[src/rtl/ocmp_pkg.sv]
package ocmp_pkg;

  // Configuration word loaded through cfg_wr
  typedef struct packed {
    logic level;  // value copied to the output pin on a match
    logic ien;    // interrupt enable
  } ocmp_cfg_t;

  localparam ocmp_cfg_t CFG_RESET = '{level: 1'b0, ien: 1'b0};

endpackage

[src/rtl/ocmp_prescale.sv]
module ocmp_prescale #(
  parameter int PRE_DIV = 4,
  parameter int CNT_W   = 16
) (
  input  logic             clk,
  input  logic             rst_n,
  output logic [CNT_W-1:0] count,
  output logic             eval
);

  localparam int          PW   = (PRE_DIV > 1) ? $clog2(PRE_DIV) : 1;
  localparam logic [PW-1:0] LAST = PW'(PRE_DIV - 1);

  logic [PW-1:0]    div_q, div_d;
  logic [CNT_W-1:0] cnt_q, cnt_d;
  logic             tick;

  // next state
  always_comb begin
    tick  = (div_q == LAST);
    div_d = tick ? '0 : div_q + 1'b1;
    cnt_d = cnt_q;
    if (tick) cnt_d = cnt_q + CNT_W'(1);
  end

  // registers
  always_ff @(posedge clk or negedge rst_n) begin
    if (!rst_n) begin
      div_q <= '0;
      cnt_q <= '0;
    end else begin
      div_q <= div_d;
      cnt_q <= cnt_d;
    end
  end

  // first cycle of every counter value
  assign eval  = (div_q == '0);
  assign count = cnt_q;

endmodule

[src/rtl/ocmp_cmpreg.sv]
module ocmp_cmpreg
  import ocmp_pkg::*;
#(
  parameter int BYTE_W = 8
) (
  input  logic                clk,
  input  logic                rst_n,
  input  logic                run,
  input  logic                hi_wr,
  input  logic                lo_wr,
  input  logic                cfg_wr,
  input  logic [BYTE_W-1:0]   wr_data,
  input  ocmp_cfg_t           cfg_in,
  output logic [2*BYTE_W-1:0] cmp_val,
  output logic                inhibit,
  output ocmp_cfg_t           cfg
);

  logic [BYTE_W-1:0] hi_q, hi_d, lo_q, lo_d;
  logic              inh_q, inh_d;
  ocmp_cfg_t         cfg_q, cfg_d;
  logic              hi_en, lo_en;

  assign hi_en = run & hi_wr;
  assign lo_en = run & lo_wr;

  // next state
  always_comb begin
    hi_d  = hi_q;
    lo_d  = lo_q;
    inh_d = inh_q;
    cfg_d = cfg_q;
    if (hi_en) begin
      hi_d  = wr_data;
      inh_d = 1'b1;
    end
    if (lo_en) begin
      lo_d  = wr_data;
      inh_d = 1'b0;
    end
    if (run && cfg_wr) cfg_d = cfg_in;
  end

  // compare value: kept through reset, updated only with a clock enable
  always_ff @(posedge clk) begin
    hi_q <= hi_d;
    lo_q <= lo_d;
  end

  always_ff @(posedge clk or negedge rst_n) begin
    if (!rst_n) begin
      inh_q <= 1'b0;
      cfg_q <= CFG_RESET;
    end else begin
      inh_q <= inh_d;
      cfg_q <= cfg_d;
    end
  end

  assign cmp_val = {hi_q, lo_q};
  assign inhibit = inh_q;
  assign cfg     = cfg_q;

endmodule

[src/rtl/ocmp_flag.sv]
module ocmp_flag
  import ocmp_pkg::*;
(
  input  logic      clk,
  input  logic      rst_n,
  input  logic      run,
  input  logic      match,
  input  logic      lo_wr,
  input  logic      stat_rd,
  input  ocmp_cfg_t cfg,
  output logic      flag,
  output logic      pin,
  output logic      irq
);

  logic flag_q, flag_d;
  logic arm_q, arm_d;
  logic pin_q, pin_d;

  // next state; a match overrides a simultaneous clear
  always_comb begin
    flag_d = flag_q;
    arm_d  = arm_q;
    pin_d  = pin_q;
    if (lo_wr) begin
      arm_d = 1'b0;
      if (arm_q) flag_d = 1'b0;
    end else if (stat_rd && flag_q) begin
      arm_d = 1'b1;
    end
    if (match) begin
      flag_d = 1'b1;
      pin_d  = cfg.level;
    end
  end

  // flag is kept through reset: its clock enable is the run qualifier
  always_ff @(posedge clk) begin
    if (run) flag_q <= flag_d;
  end

  always_ff @(posedge clk or negedge rst_n) begin
    if (!rst_n) begin
      arm_q <= 1'b0;
      pin_q <= 1'b0;
    end else begin
      arm_q <= arm_d;
      pin_q <= pin_d;
    end
  end

  assign flag = flag_q;
  assign pin  = pin_q;
  assign irq  = flag_q & cfg.ien;

endmodule

[src/rtl/ocmp_timer.sv]
module ocmp_timer
  import ocmp_pkg::*;
#(
  parameter int BYTE_W  = 8,
  parameter int PRE_DIV = 4
) (
  input  logic                clk,
  input  logic                rst_n,
  input  logic                hi_wr,
  input  logic                lo_wr,
  input  logic [BYTE_W-1:0]   wr_data,
  input  logic                cfg_wr,
  input  logic                cfg_level,
  input  logic                cfg_ien,
  input  logic                stat_rd,
  output logic [2*BYTE_W-1:0] count,
  output logic [2*BYTE_W-1:0] cmp_val,
  output logic                cmp_flag,
  output logic                out_level,
  output logic                irq
);

  localparam int CNT_W = 2 * BYTE_W;

  logic      rst_s1, rst_sync;
  logic      eval, inhibit, match;
  ocmp_cfg_t cfg_in, cfg_q;

  // asynchronous assert, synchronous release
  always_ff @(posedge clk or negedge rst_n) begin
    if (!rst_n) begin
      rst_s1   <= 1'b0;
      rst_sync <= 1'b0;
    end else begin
      rst_s1   <= 1'b1;
      rst_sync <= rst_s1;
    end
  end

  assign cfg_in = '{level: cfg_level, ien: cfg_ien};

  ocmp_prescale #(.PRE_DIV(PRE_DIV), .CNT_W(CNT_W)) u_pre (
    .clk   (clk),
    .rst_n (rst_sync),
    .count (count),
    .eval  (eval)
  );

  ocmp_cmpreg #(.BYTE_W(BYTE_W)) u_reg (
    .clk     (clk),
    .rst_n   (rst_sync),
    .run     (rst_sync),
    .hi_wr   (hi_wr),
    .lo_wr   (lo_wr),
    .cfg_wr  (cfg_wr),
    .wr_data (wr_data),
    .cfg_in  (cfg_in),
    .cmp_val (cmp_val),
    .inhibit (inhibit),
    .cfg     (cfg_q)
  );

  assign match = rst_sync & eval & ~inhibit & (count == cmp_val);

  ocmp_flag u_flag (
    .clk     (clk),
    .rst_n   (rst_sync),
    .run     (rst_sync),
    .match   (match),
    .lo_wr   (lo_wr),
    .stat_rd (stat_rd),
    .cfg     (cfg_q),
    .flag    (cmp_flag),
    .pin     (out_level),
    .irq     (irq)
  );

endmodule

[config.mk]
export PLATFORM = sky130hd
export DESIGN_NAME = ocmp_timer
export DESIGN_NICKNAME = d
export VERILOG_FILES = /design/src/rtl/ocmp_pkg.sv /design/src/rtl/ocmp_prescale.sv /design/src/rtl/ocmp_cmpreg.sv /design/src/rtl/ocmp_flag.sv /design/src/rtl/ocmp_timer.sv
export SDC_FILE = /design/constraint.sdc
export NUM_CORES = 1
export LEC_CHECK = 0
export BUFFER_PORTS_ARGS = -buffer_cell sky130_fd_sc_hd__buf_2
export CELL_PAD_IN_SITES_DETAIL_PLACEMENT = 1
export CELL_PAD_IN_SITES_GLOBAL_PLACEMENT = 2
export CORE_UTILIZATION = 36
export DETAILED_ROUTE_END_ITERATION = 7
export HOLD_SLACK_MARGIN = 0.08
export PLACE_DENSITY = 0.91
export SLEW_MARGIN = 20
export SYNTH_ARGS = -nofsm -noshare
export SYNTH_HDL_FRONTEND = slang
export SYNTH_SLANG_ARGS = --single-unit
export TNS_END_PERCENT = 100
[constraint.sdc]
create_clock -name clk -period 1.9 [get_ports clk]
set_clock_uncertainty 0.2 [all_clocks]
set_input_delay 0.285 -clock clk [delete_from_list [all_inputs] [get_ports clk]]
set_output_delay 0.285 -clock clk [all_outputs]
set_load 0.05 [all_outputs]
# [Word level (Yosys, flattened, before mapping)]
# Index checks and enable logic that the tools add are counted.
[op_classes] n_addsub=2 n_mul=0 div=0 magnitude_cmp=0 n_eq_ne=2 shift=0 n_mux=7 bitwise_logic=7 n_reduce_logical=8
[ops] op="adder 16 x 1 -> 16 bit (second input constant)" count=1
[ops] op="== test 16 bit" count=1
[ops] op="nonzero test 2 bit" count=4
[ops] op="bitwise AND 1 bit" count=6
[ops] op="two-way mux 1 bit" count=6
[ops] op="AND reduction 3 bit" count=1
[ops] op="adder 2 x 1 -> 2 bit (second input constant)" count=1
[ops] op="== test 2 bit (second input constant)" count=1
[ops] op="logical AND 1 bit" count=2
[ops] op="zero test 2 bit" count=1
[ops] op="two-way mux 2 bit" count=1
[ops] op="NOT 1 bit" count=1
[totals] regBits=42 latchBits=0 ramBits=0 romBits=0 input_bits=16 output_inout_bits=35 word_cells=38 memories=0

# [Depth between registers and ports, before layout]
[depth] depth_word=6 depth_mapped=7 depth_no_buf=6

# [Hierarchy]
# Synthesis repeated with hierarchy kept, for this count alone.
[unflattened] cells_unflattened=124 hier_area_um2=1774.2
[modules_own_cells] module="ocmp_prescale" n_inst=1 cells_each=63 area_each_um2=797.0 seq_area_each_um2=450.4
[modules_own_cells] module="ocmp_cmpreg" n_inst=1 cells_each=26 area_each_um2=615.6 seq_area_each_um2=555.5
[modules_own_cells] module="ocmp_timer" n_inst=1 cells_each=26 area_each_um2=240.2 seq_area_each_um2=50.0
[modules_own_cells] module="ocmp_flag" n_inst=1 cells_each=9 area_each_um2=121.4 seq_area_each_um2=80.1

# [Worst setup path before layout]
# Ideal clock, no wire load.
[synth_timing] kind="reg-to-reg" start="register u_pre.cnt_q[10] (netlist: u_pre.count[10])" end="register u_flag.pin_q (netlist: u_flag.pin)" setup_time_ps=125 t_arrival_ps=2096 required_time_ps=1575 path_slack_ps=-521 path_stages_with_launch=6 path_buffers=0 period_less_slack_ps=2421 cell_sequence="dfrtp_1 xnor2_1 nand4_1 or4_4 nor4_4 mux2_4"
[synth_between] elab_chain_len=2
[synth_lines] element="start: declaration" line_no="ocmp_prescale.sv:15" rtl="logic [CNT_W-1:0] cnt_q, cnt_d;"
[synth_lines] element="start signal: assignment" line_no="ocmp_prescale.sv:33" rtl="cnt_q <= cnt_d;"
[synth_lines] element="== test 16 bit" line_no="ocmp_timer.sv:63" rtl="assign match = rst_sync & eval & ~inhibit & (count == cmp_val);"
[synth_lines] element="bitwise AND 1 bit" line_no="ocmp_timer.sv:63"
[synth_lines] element="named net match" line_no="ocmp_timer.sv:26" rtl="logic eval, inhibit, match;"
[synth_lines] element="end signal: assignment" line_no="ocmp_flag.sv:48" rtl="pin_q <= pin_d;"
[synth_lines] element="end: declaration" line_no="ocmp_flag.sv:18" rtl="logic pin_q, pin_d;"
# The timed path passes the listed nets, and every way through them passes these cells.
# A chain may end at the register's enable or synchronous reset.

# [Worst setup path in the final report]
[layout_timing] start="register u_pre.div_q[1]" end="register u_flag.pin_q (netlist: u_flag.pin)"
[layout_between] elab_chain_len=4
[layout_lines] element="start: declaration" line_no="ocmp_prescale.sv:14" rtl="logic [PW-1:0] div_q, div_d;"
[layout_lines] element="start signal: assignment" line_no="ocmp_prescale.sv:32" rtl="div_q <= div_d;"
[layout_lines] element="zero test 2 bit" line_no="ocmp_prescale.sv:38" rtl="assign eval = (div_q == '0);"
[layout_lines] element="bitwise AND 1 bit (3 in a row)" line_no="ocmp_timer.sv:63"
[layout_lines] element="named net match" line_no="ocmp_timer.sv:26"
# The timed path passes the listed nets, and every way through them passes these cells.

==> flow_metrics.py <==
metrics = {
    "finish": {
        "fin_util_pct": 55.4,
        "final_cells": 265,
        "final_nets": 231,
        "design_area_mm2": 0.00250,
        "seqCellArea_mm2": 0.00115,
        "area_delta_synth_final_pct": 43.9,
        "final_layout_size_suffix_gt1_share_pct": 49.3,
        "fill_cells": 484,
        "diodes": 0,
        "multiInputGateArea_um2": 633,
    },
    "grt": {
        "grt_usage_pct": 21.8,
        "grt-ovfl-total": 0,
        "grt_pass1_vias": 1465,
        "grt_antenna_before_repair": 0,
        "grt_max_degree": 27,
        "grt_pass1_wl_mm": 8.00,
    },
    "sta": {
        "slew_viol_final": 0,
        "setup-violations-final": 3,
        "timing.fmax_ghz": 0.443,
        "final.min_clock_period_ns": 2.25,
        "setup_ws_ns": -0.355,
        "hold_violations": 0,
        "finalCritPeriodShare_pct": 119,
        "grt_setup_unrepaired": "yes",
    },
    "die": {
        "die_x_um": 71.4,
        "die_h_um": 71.4,
        "core_mm2": 0.00450,
        "rows": 24,
        "die-area_mm2": 0.00510,
        "start_util_pct": 38.5,
        "ios": 51,
    },
    "synthesis": {
        "syn_nets": 140,
        "synth-simple-area-share_pct": 12.0,
        "synth_compound_area_share_pct": 0.794,
        "synthMuxAreaShare_pct": 2.81,
        "synthAdderAreaFrac_pct": 2.16,
        "synth_warnings": 0,
        "yosysSeqAreaShare_pct": 65.5,
        "netlist-cell-type-count": 23,
        "syn-cell-area_mm2": 0.00173,
        "synthXorXnorAreaFrac_pct": 15.7,
        "post_synth.cell_area_avg_um2": 14.3,
        "synthCells": 121,
        "ys_ff_latch": 42,
        "synth_top_family_by_area": "XOR/XNOR gates",
    },
    "route": {
        "routed_via_density": 5.00,
        "drt_iter0_markers": 47,
        "drt-wirelength-per-cell_um": 19.2,
        "routed_wl_mm": 5.09,
        "route.vias.total": 1325,
        "ant_nets": 0,
        "drt_first_pass_iters": 6,
        "route.detailed.drc": 4,
    },
    "worst_setup_path": {
        "cp.arrival_ns": 2.23,
        "crit_required_ns": 1.88,
        "critPathKind": "flip-flop to flip-flop",
        "critPathMaxFanout": 3,
        "worst_setup_path_start_kind": "flip-flop",
        "path_cells": "inv_1 > ha_2 > nand2_2 > or4_4 > nor4_4 > mux2_4",
        "end_kind": "flip-flop",
        "r2r_end": "u_flag.pin$_DFFE_PN0P_",
        "crit_start": "u_pre.div_q[1]$_DFF_PN0_",
        "r2r_slack_ns": -0.35,
        "r2r_start": "u_pre.div_q[1]$_DFF_PN0_",
        "slowest_stage": "or4_4",
        "rr_worst_depth": 6,
        "critical-path-max-stage-delay_ns": 0.55,
    },
    "placement": {
        "dp.cells": 239,
        "gp_congestion": 0.752,
        "port_buffers": 50,
        "place_area_mm2": 0.00219,
        "dp_hpwl_mm": 3.53,
    },
    "clock_tree": {
        "cts_max_path_buffers": 2,
        "cts-root-buf": "clkbuf_8",
        "cts_tree": "built",
        "insertion_delay_ns": 0.29,
        "cts_sinks": 42,
        "cts_buffers": 5,
        "path_clk_slew_ns": 0.08,
        "htree_levels": 2,
    },
    "min_path": {
        "hp-class": "input port to asynchronous set/reset pin",
    },
    "status": {
        "violations": "design-rule violations, negative setup slack",
        "outcome": "finished, violations left",
    },
    "pwr": {
        "powerDensity_mw_per_mm2": 707,
        "vdd_drop_max_uv": 352,
        "power.leakage_nw": 1.13,
    },
    "flow_run": {
        "max-cap-violations": 0,
    },
}
-- kinds of logic after synthesis --
group	count (synthesis)
DFF	42
and+or+nand+nor	34
xor gates and xnor gates	31
muxes	4
buffers and inverters	4
adders and majority gates	3
AOI/OAI and AO/OA	2
other	1
-- metrics by stage --
step	worst slack (ns)	TNS, ns	hold WS, ns	power [mW]
floorplan	-0.385	-0.884	-0.211	1.10
global placement	-0.155	-0.287	-0.130	1.15
detailed placement	-0.265	-0.572	-0.129	1.16
CTS	-0.275	-0.577	0.0942	1.77
global route	-0.393	-0.938	0.102	1.83
finish	-0.355	-0.805	0.103	1.77
-- synth_stat cells --
master	instances	share of area, %
ha_1	3	2.2
a21o_2	1	0.51
and3_1	1	0.36
mux2_4	1	0.87
nand4_1	8	2.9
and4_1	2	1.0
mux2_2	3	1.9
clkbuf_1	2	0.43
inv_1	2	0.43
a21oi_1	1	0.29
conb_1	1	0.22
or4_4	1	0.65
and2_1	3	1.1
xor2_1	4	2.0
edfxtp_1	17	29
nand3_1	5	1.4
and3_2	1	0.43
dfrtp_1	25	36
nor4_4	1	1.2
nand2_1	6	1.3
xnor2_1	27	14
nor2b_1	2	0.72
nor2_1	4	0.87
-- worst max-delay path: cells and delay by family (launching register included) --
kind                       cells  cell delay [ns]
and+or+nand+nor                3             0.93
DFF                            1             0.40
muxes                          1             0.33
adders and majority gates      1             0.18
buffers and inverters          1             0.09
-- worst max path at each step --
stage	depth (start not counted)	to	slack [ns]
floorplan	5	u_flag.pin$_DFFE_PN0P_	-0.39
global placement	5	u_flag.pin$_DFFE_PN0P_	-0.15
detailed placement	5	u_flag.pin$_DFFE_PN0P_	-0.27
CTS	5	u_flag.pin$_DFFE_PN0P_	-0.27
global route	6	u_flag.pin$_DFFE_PN0P_	-0.39
finish	6	u_flag.pin$_DFFE_PN0P_	-0.35
-- state kept, by name, indices dropped and copies added, names as in the netlist --
| register | count |
|---|---|
| rst_s1 | 1 |
| rst_sync | 1 |
| u_flag.arm_q | 1 |
| u_flag.flag | 1 |
| u_flag.pin | 1 |
| u_pre.count | 16 |
| u_pre.div_q | 2 |
| u_reg.cfg | 2 |
| u_reg.hi_q | 8 |
| u_reg.inhibit | 1 |
| u_reg.lo_q | 8 |
-- cell type report --
class / count / area share [%]
repair buffers: 86 / 22.2
multi-input cells: 75 / 25.4
clock buffers: 7 / 3.46
flip-flops and latches: 42 / 45.9
well taps: 52 / 2.61
inverters: 2 / 0.301
clock inverters: 1 / 0.201
-- timing repair --
item,in CTS,in global routing
endpoints found under the setup margin,5,8
gates resized for setup,2,10
pin swaps,1,6
hold endpoints to repair,21,0
setup buffers,2,3
hold buffers,13,0
-- per-layer routing --
metal  up-vias  wire length [µm]  GRT usage (%)
met5         -                 0              0
met4         0                78           8.89
met3         7               219           4.92
met2        41              2710           38.7
met1       678              2080           25.5
li1        599                 -              -
-- layout by cell type, fill, tap and decap left out, types with 4 or more instances in the layout --
cell type | Yosys | routed
buf_2 | 0 | 50
buf_4 | 0 | 23
clkbuf_8 | 0 | 6
dfrtp_1 | 25 | 17
dfrtp_2 | 0 | 8
dlygate4sd3_1 | 0 | 13
edfxtp_1 | 17 | 17
nand2_1 | 6 | 5
nand3_1 | 5 | 5
nand4_1 | 8 | 8
nor2_1 | 4 | 4
xnor2_1 | 27 | 26
xor2_1 | 4 | 4
-- report_power, final --
| part | switching, mW | internal, mW | total, mW |
|---|---|---|---|
| Sequential | 0.0184 | 0.974 | 0.993 |
| Combinational | 0.108 | 0.0689 | 0.177 |
| Clock | 0.303 | 0.293 | 0.596 |
No activity file was read; power rests on OpenSTA's default activity.
